==> src/rtl/osk_pkg.sv <==
package osk_pkg;
  localparam int SCALE_W  = 10;
  localparam int RATE_W   = 8;
  localparam int AMP_W    = 16;
  localparam int SAMPLE_W = 14;

  typedef enum logic [1:0] {
    STEP_1 = 2'b00,
    STEP_2 = 2'b01,
    STEP_4 = 2'b10,
    STEP_8 = 2'b11
  } step_code_e;

  function automatic logic [SCALE_W-1:0] step_of(input step_code_e code);
    return SCALE_W'(1) << code;
  endfunction
endpackage

==> src/rtl/osk_rate_timer.sv <==
module osk_rate_timer #(
  parameter int RATE_W = 8
) (
  input  logic              clk_i,
  input  logic              rst_ni,
  input  logic              active_i,
  input  logic              force_i,
  input  logic [RATE_W-1:0] rate_i,
  output logic              tick_o
);
  logic [RATE_W-1:0] cnt_q, cnt_d;
  logic              term;

  assign term = (cnt_q <= RATE_W'(1));

  always_comb begin
    cnt_d  = cnt_q;
    tick_o = 1'b0;
    if (active_i) begin
      if (force_i) begin
        cnt_d = rate_i;
      end else if (term) begin
        cnt_d  = rate_i;
        tick_o = 1'b1;
      end else begin
        cnt_d = cnt_q - RATE_W'(1);
      end
    end
  end

  always_ff @(posedge clk_i or negedge rst_ni) begin
    if (!rst_ni) cnt_q <= '0;
    else         cnt_q <= cnt_d;
  end

  AST_FROZEN_TIMER: assert property (@(posedge clk_i) disable iff (!rst_ni)
    !active_i |=> $stable(cnt_q));
  AST_FORCED_RELOAD: assert property (@(posedge clk_i) disable iff (!rst_ni)
    active_i && force_i |=> cnt_q == $past(rate_i));
  AST_NO_TICK_ON_FORCE: assert property (@(posedge clk_i) disable iff (!rst_ni)
    force_i |-> !tick_o);
endmodule

==> src/rtl/osk_scale_ctr.sv <==
module osk_scale_ctr
  import osk_pkg::*;
#(
  parameter int SW = SCALE_W
) (
  input  logic          clk_i,
  input  logic          rst_ni,
  input  logic          active_i,
  input  logic          tick_i,
  input  logic          up_i,
  input  step_code_e    step_code_i,
  input  logic [SW-1:0] ceil_i,
  output logic [SW-1:0] scale_o
);
  logic [SW-1:0] scale_q, scale_d, step;
  logic [SW:0]   sum;

  assign step = SW'(step_of(step_code_i));
  assign sum  = {1'b0, scale_q} + {1'b0, step};

  always_comb begin
    scale_d = scale_q;
    if (tick_i) begin
      if (up_i) scale_d = (sum > {1'b0, ceil_i}) ? ceil_i : sum[SW-1:0];
      else      scale_d = (scale_q > step) ? scale_q - step : '0;
    end
  end

  always_ff @(posedge clk_i or negedge rst_ni) begin
    if (!rst_ni) scale_q <= '0;
    else         scale_q <= scale_d;
  end

  assign scale_o = scale_q;

  AST_HOLD_INACTIVE: assert property (@(posedge clk_i) disable iff (!rst_ni)
    !active_i |=> $stable(scale_q));
  AST_FLOOR_ZERO: assert property (@(posedge clk_i) disable iff (!rst_ni)
    tick_i && !up_i && scale_q <= step |=> scale_q == '0);
  AST_CEIL_LIMIT: assert property (@(posedge clk_i) disable iff (!rst_ni)
    tick_i && up_i |=> scale_q <= $past(ceil_i));
  AST_STEP_SIZE: assert property (@(posedge clk_i) disable iff (!rst_ni)
    tick_i && up_i && sum <= {1'b0, ceil_i} |=> scale_q - $past(scale_q) == $past(step));
endmodule

==> src/rtl/osk_sample_mul.sv <==
module osk_sample_mul #(
  parameter int SAMPLE_W = 14,
  parameter int SW       = 10
) (
  input  logic signed [SAMPLE_W-1:0] sample_i,
  input  logic        [SW-1:0]       scale_i,
  output logic signed [SAMPLE_W-1:0] sample_o
);
  localparam int PROD_W = SAMPLE_W + SW + 1;
  logic signed [PROD_W-1:0] prod;

  assign prod     = PROD_W'(sample_i) * $signed({1'b0, scale_i});
  assign sample_o = prod[SAMPLE_W+SW-1:SW];
endmodule

==> src/rtl/osk_amp_ramp.sv <==
module osk_amp_ramp
  import osk_pkg::*;
(
  input  logic                clk_i,
  input  logic                rst_ni,
  input  logic                key_i,
  input  logic                io_update_i,
  input  logic                osk_en_i,
  input  logic                auto_en_i,
  input  logic                load_en_i,
  input  logic [AMP_W-1:0]    amp_reg_i,
  input  logic [RATE_W-1:0]   rate_i,
  input  logic [SAMPLE_W-1:0] sample_i,
  output logic [SCALE_W-1:0]  scale_o,
  output logic [SAMPLE_W-1:0] sample_o
);
  logic key_q, active_q, active, force_ld, tick;

  assign active   = osk_en_i & auto_en_i;
  assign force_ld = (key_i ^ key_q) | (io_update_i & load_en_i) | (active & ~active_q);

  always_ff @(posedge clk_i or negedge rst_ni) begin
    if (!rst_ni) begin
      key_q    <= 1'b0;
      active_q <= 1'b0;
    end else begin
      key_q    <= key_i;
      active_q <= active;
    end
  end

  osk_rate_timer #(.RATE_W(RATE_W)) u_timer (
    .clk_i   (clk_i),
    .rst_ni  (rst_ni),
    .active_i(active),
    .force_i (force_ld),
    .rate_i  (rate_i),
    .tick_o  (tick)
  );

  osk_scale_ctr #(.SW(SCALE_W)) u_scale (
    .clk_i      (clk_i),
    .rst_ni     (rst_ni),
    .active_i   (active),
    .tick_i     (tick),
    .up_i       (key_i),
    .step_code_i(step_code_e'(amp_reg_i[AMP_W-1:AMP_W-2])),
    .ceil_i     (amp_reg_i[SCALE_W-1:0]),
    .scale_o    (scale_o)
  );

  osk_sample_mul #(.SAMPLE_W(SAMPLE_W), .SW(SCALE_W)) u_mul (
    .sample_i(sample_i),
    .scale_i (scale_o),
    .sample_o(sample_o)
  );

  AST_ZERO_SCALE_MUTES: assert property (@(posedge clk_i) disable iff (!rst_ni)
    scale_o == '0 |-> sample_o == '0);
  AST_ACTIVATION_NO_TICK: assert property (@(posedge clk_i) disable iff (!rst_ni)
    active && !active_q |=> $stable(scale_o));
endmodule

==> config.mk <==
export PLATFORM = sky130hd
export DESIGN_NAME = osk_amp_ramp
export DESIGN_NICKNAME = d
export VERILOG_FILES = /design/src/rtl/osk_pkg.sv /design/src/rtl/osk_rate_timer.sv /design/src/rtl/osk_scale_ctr.sv /design/src/rtl/osk_sample_mul.sv /design/src/rtl/osk_amp_ramp.sv
export SDC_FILE = /design/constraint.sdc
export NUM_CORES = 1
export LEC_CHECK = 0
export BUFFER_PORTS_ARGS = -buffer_cell sky130_fd_sc_hd__buf_2
export CORE_UTILIZATION = 51
export DETAILED_ROUTE_END_ITERATION = 8
export GPL_TIMING_DRIVEN = 0
export PLACE_DENSITY = 0.81
export SETUP_SLACK_MARGIN = 0.2
export SKIP_CTS_REPAIR_TIMING = 1
export SYNTH_ARGS = -nofsm -noshare
export SYNTH_HDL_FRONTEND = slang
export SYNTH_HIERARCHICAL = 1
export SYNTH_SLANG_ARGS = --single-unit
export TNS_END_PERCENT = 100
==> constraint.sdc <==
create_clock -name clk_i -period 10.5 [get_ports clk_i]
set_input_delay 2.1 -clock clk_i [delete_from_list [all_inputs] [get_ports clk_i]]
set_output_delay 2.1 -clock clk_i [all_outputs]
set_load 0.01 [all_outputs]
==> flow_metrics.tcl <==
set metrics [dict create \
    status "finished clean" \
    initial_utilization_pct 52.1 \
    slew_violations 0 \
    crit_start "sample_i[8]" \
    final_cell_mix "inv_1, fa_1, nand2_1" \
    yosys-top-cells-area "fa_1, ha_1, inv_1, dfrtp_1, and2_1" \
    crit_type "in2out" \
    swShare_pct 48.4 \
    die_w_um 121 \
    grtUsageTotal_pct 22.9 \
    dpl_cell_area_sq_um 7720 \
    drt_pass1_iterations 6 \
    core_sq_um 13900 \
    finalSetupTns_ps 0 \
    ys_seq_area_share_pct 6.92 \
    endpoint_kind "primary output" \
    grt_pass1_wl_um 26800 \
    peakVddDrop_mv 0.102 \
    max_cap_violations 0 \
    wirelength_um 15900 \
    combPwrFrac_pct 77.3 \
    gp_congestion 0.883 \
    slew_headroom_pct 61.9 \
    period_needed_ps 9330 \
    worstMarginPinSlew_ps 571 \
    endpoint "sample_o[13]" \
    startpoint_type "input pin" \
    synth_fp_nets 1056 \
    p_switching_uw 401 \
    final_common_cell "inv_1" \
    synth_area_leader_cell "fa_1" \
    p_leak_nw 3.93 \
    worstHoldPathType "reg2reg" \
    rsz0062_at_grt "no" \
    clkTransAtPathRegs_ps 60 \
    drc 0 \
    drive_above_1_share_pct 11.2 \
    die_height_um 121 \
    io_pins 69 \
    clock_sinks 20 \
    cts_root_buf "clkbuf_16" \
    min_period_over_period_pct 88.9 \
    synth_edf_count 0 \
    vias 5721 \
    synthFlopType "dfrtp_1" \
    cp_max_fo 10 \
    grt_max_degree 21 \
    final_core_util_pct 56.3 \
    setup_violations 0 \
    htree_levels 1 \
    cp.arrival_ps 7230 \
    seqPwrFrac_pct 12.0 \
    p_clk_share_pct 10.8 \
    ff2ff_path_depth 14 \
    dpl.hpwl_um 13200 \
    p_per_area_nw_per_um2 106 \
    dieArea_sq_um 14700 \
    async_reset_ff_share_pct 100 \
    yosysWarningCount 6 \
    reg2reg_to "u_scale/scale_o[6]$_DFFE_PN0P_" \
    cts_tree "yes" \
    regToRegSetupSlack_ps 6650 \
    overflow 0 \
    first_global_vias 5782 \
    vias_per_cell 5.46 \
    synth_area_sq_um 7240 \
    finalInstanceArea_sq_um 7810 \
    hold_viol 0 \
    fin_skew_ps 2.93 \
    synth_cells 812 \
    row_count 43 \
    p_int_uw 427 \
    synthToLayoutAreaGrowth_pct 7.94 \
    drtIter0Drc 404 \
    clk_latency_ps 250 \
    routedWlPerCell_um 15.2 \
    ys_types 84 \
    ant_nets 0 \
    max_freq_mhz 107 \
    cts_made_buffers 3 \
    cts.path.max_buffers 2 \
    synth_area_per_cell_sq_um 8.91 \
    antenna_found_initial 0 \
    port_buffers 52 \
    crit_required_ps 8400 \
    r2r_start "u_scale/scale_o[2]$_DFFE_PN0P_" \
    num_antenna_cells 0 \
    synth_top_area_share_pct 35.1 \
    nets 1113 \
    synth_seq_cells 20 \
]
==> critical path, stage by stage <==
cell       delay, ps
clkbuf_1         410
nand2_1          160
fa_1             560
inv_1             50
fa_1             470
fa_1             540
fa_1             550
inv_1             50
fa_1             530
inv_1             40
ha_1             380
a2111oi_2        320
o21ai_1          110
o21a_2           160
a31o_1           210
a41oi_2          190
o21bai_1         130
xnor2_1          140
buf_2            140
==> Yosys cell counts (2+ instances only) <==
library cell and n:
a211oi_1 3, a21boi_0 2, a21o_1 9, a21oi_1 15
a21oi_2 4, a221o_1 3, a22oi_1 3, a31oi_2 2
and2_1 67, and2_2 6, and3_1 3, buf_2 3
buf_4 2, buf_6 2, clkbuf_1 25, dfrtp_1 20
fa_1 127, ha_1 72, inv_1 186, mux2i_1 8
nand2_1 76, nand2b_1 4, nand3_1 7, nand3b_1 6
nand4_1 6, nor2_1 20, nor2b_1 4, nor3_1 8
nor4_1 2, o211ai_1 5, o21a_1 3, o21ai_0 15
o21ai_1 7, o21bai_1 2, o221ai_1 4, o31ai_1 3
xnor2_1 19, xor2_1 13
==> stage by stage <==
step	setup slack [ps]	total power, mW	hold WS (ps)	instances
after floorplan	1670	0.577	581	812
after detailed placement	1160	0.744	603	1044
after global placement	1210	0.729	601	1044
after global routing	780	0.918	623	1048
after CTS	1120	0.837	612	1048
final	1170	0.828	614	1048
==> power by group through the flow <==
stage	Combinational (mW)	Clock, mW	Sequential (mW)
2_1_floorplan	0.480	0	0.0975
5_1_grt	0.725	0.0928	0.100
4_1_cts	0.648	0.0904	0.0987
6_report	0.640	0.0891	0.0990
3_3_place_gp	0.629	0	0.0997
3_5_place_dp	0.644	0	0.100
==> layout make-up <==
cell class                 instances  area, sq um
timing repair buffer              52          260
clock buffer                       4         88.8
tap                              180          225
multi-input combinational        573         5890
buffer                            32          146
sequential                        20          500
inverter                         187          702
fill                            1256         6070
==> kinds of logic after synthesis <==
kind of cell	share of synthesized area, %
flip-flops	6.92
adder cells (fa/ha/maj)	47.6
AO/OA/AOI/OAI	11.9
AND/OR/NAND/NOR	16.9
buffers and inverters	11.7
XOR/XNOR	3.87
multiplexers	1.11
==> routing by layer <==
metal / up-vias / share of wire [%] / global-route usage (%)
li1: 2659 / - / -
met1: 2852 / 42 / 30.5
met2: 182 / 51 / 39.8
met3: 28 / 4.9 / 2.63
met4: 0 / 2.2 / 5.32
met5: - / 0 / 0
==> worst min-delay path by stage <==
stage	start	end	cells past startpoint	slack, ps
2_1_floorplan	u_timer/cnt_q[6]$_DFFE_PN0P_	u_timer/cnt_q[6]$_DFFE_PN0P_	1	580
3_3_place_gp	u_timer/cnt_q[6]$_DFFE_PN0P_	u_timer/cnt_q[6]$_DFFE_PN0P_	1	600
3_5_place_dp	u_timer/cnt_q[6]$_DFFE_PN0P_	u_timer/cnt_q[6]$_DFFE_PN0P_	1	600
4_1_cts	u_timer/cnt_q[6]$_DFFE_PN0P_	u_timer/cnt_q[6]$_DFFE_PN0P_	1	610
5_1_grt	u_timer/cnt_q[6]$_DFFE_PN0P_	u_timer/cnt_q[6]$_DFFE_PN0P_	1	620
6_report	u_timer/cnt_q[6]$_DFFE_PN0P_	u_timer/cnt_q[6]$_DFFE_PN0P_	1	610
==> flip-flops by register name, summed over array words and instances (netlist names) <==
signal,count
key_q,1
active_q,1
u_timer/cnt_q,8
u_scale/scale_o,10
No activity file was read; power rests on OpenSTA's default activity.
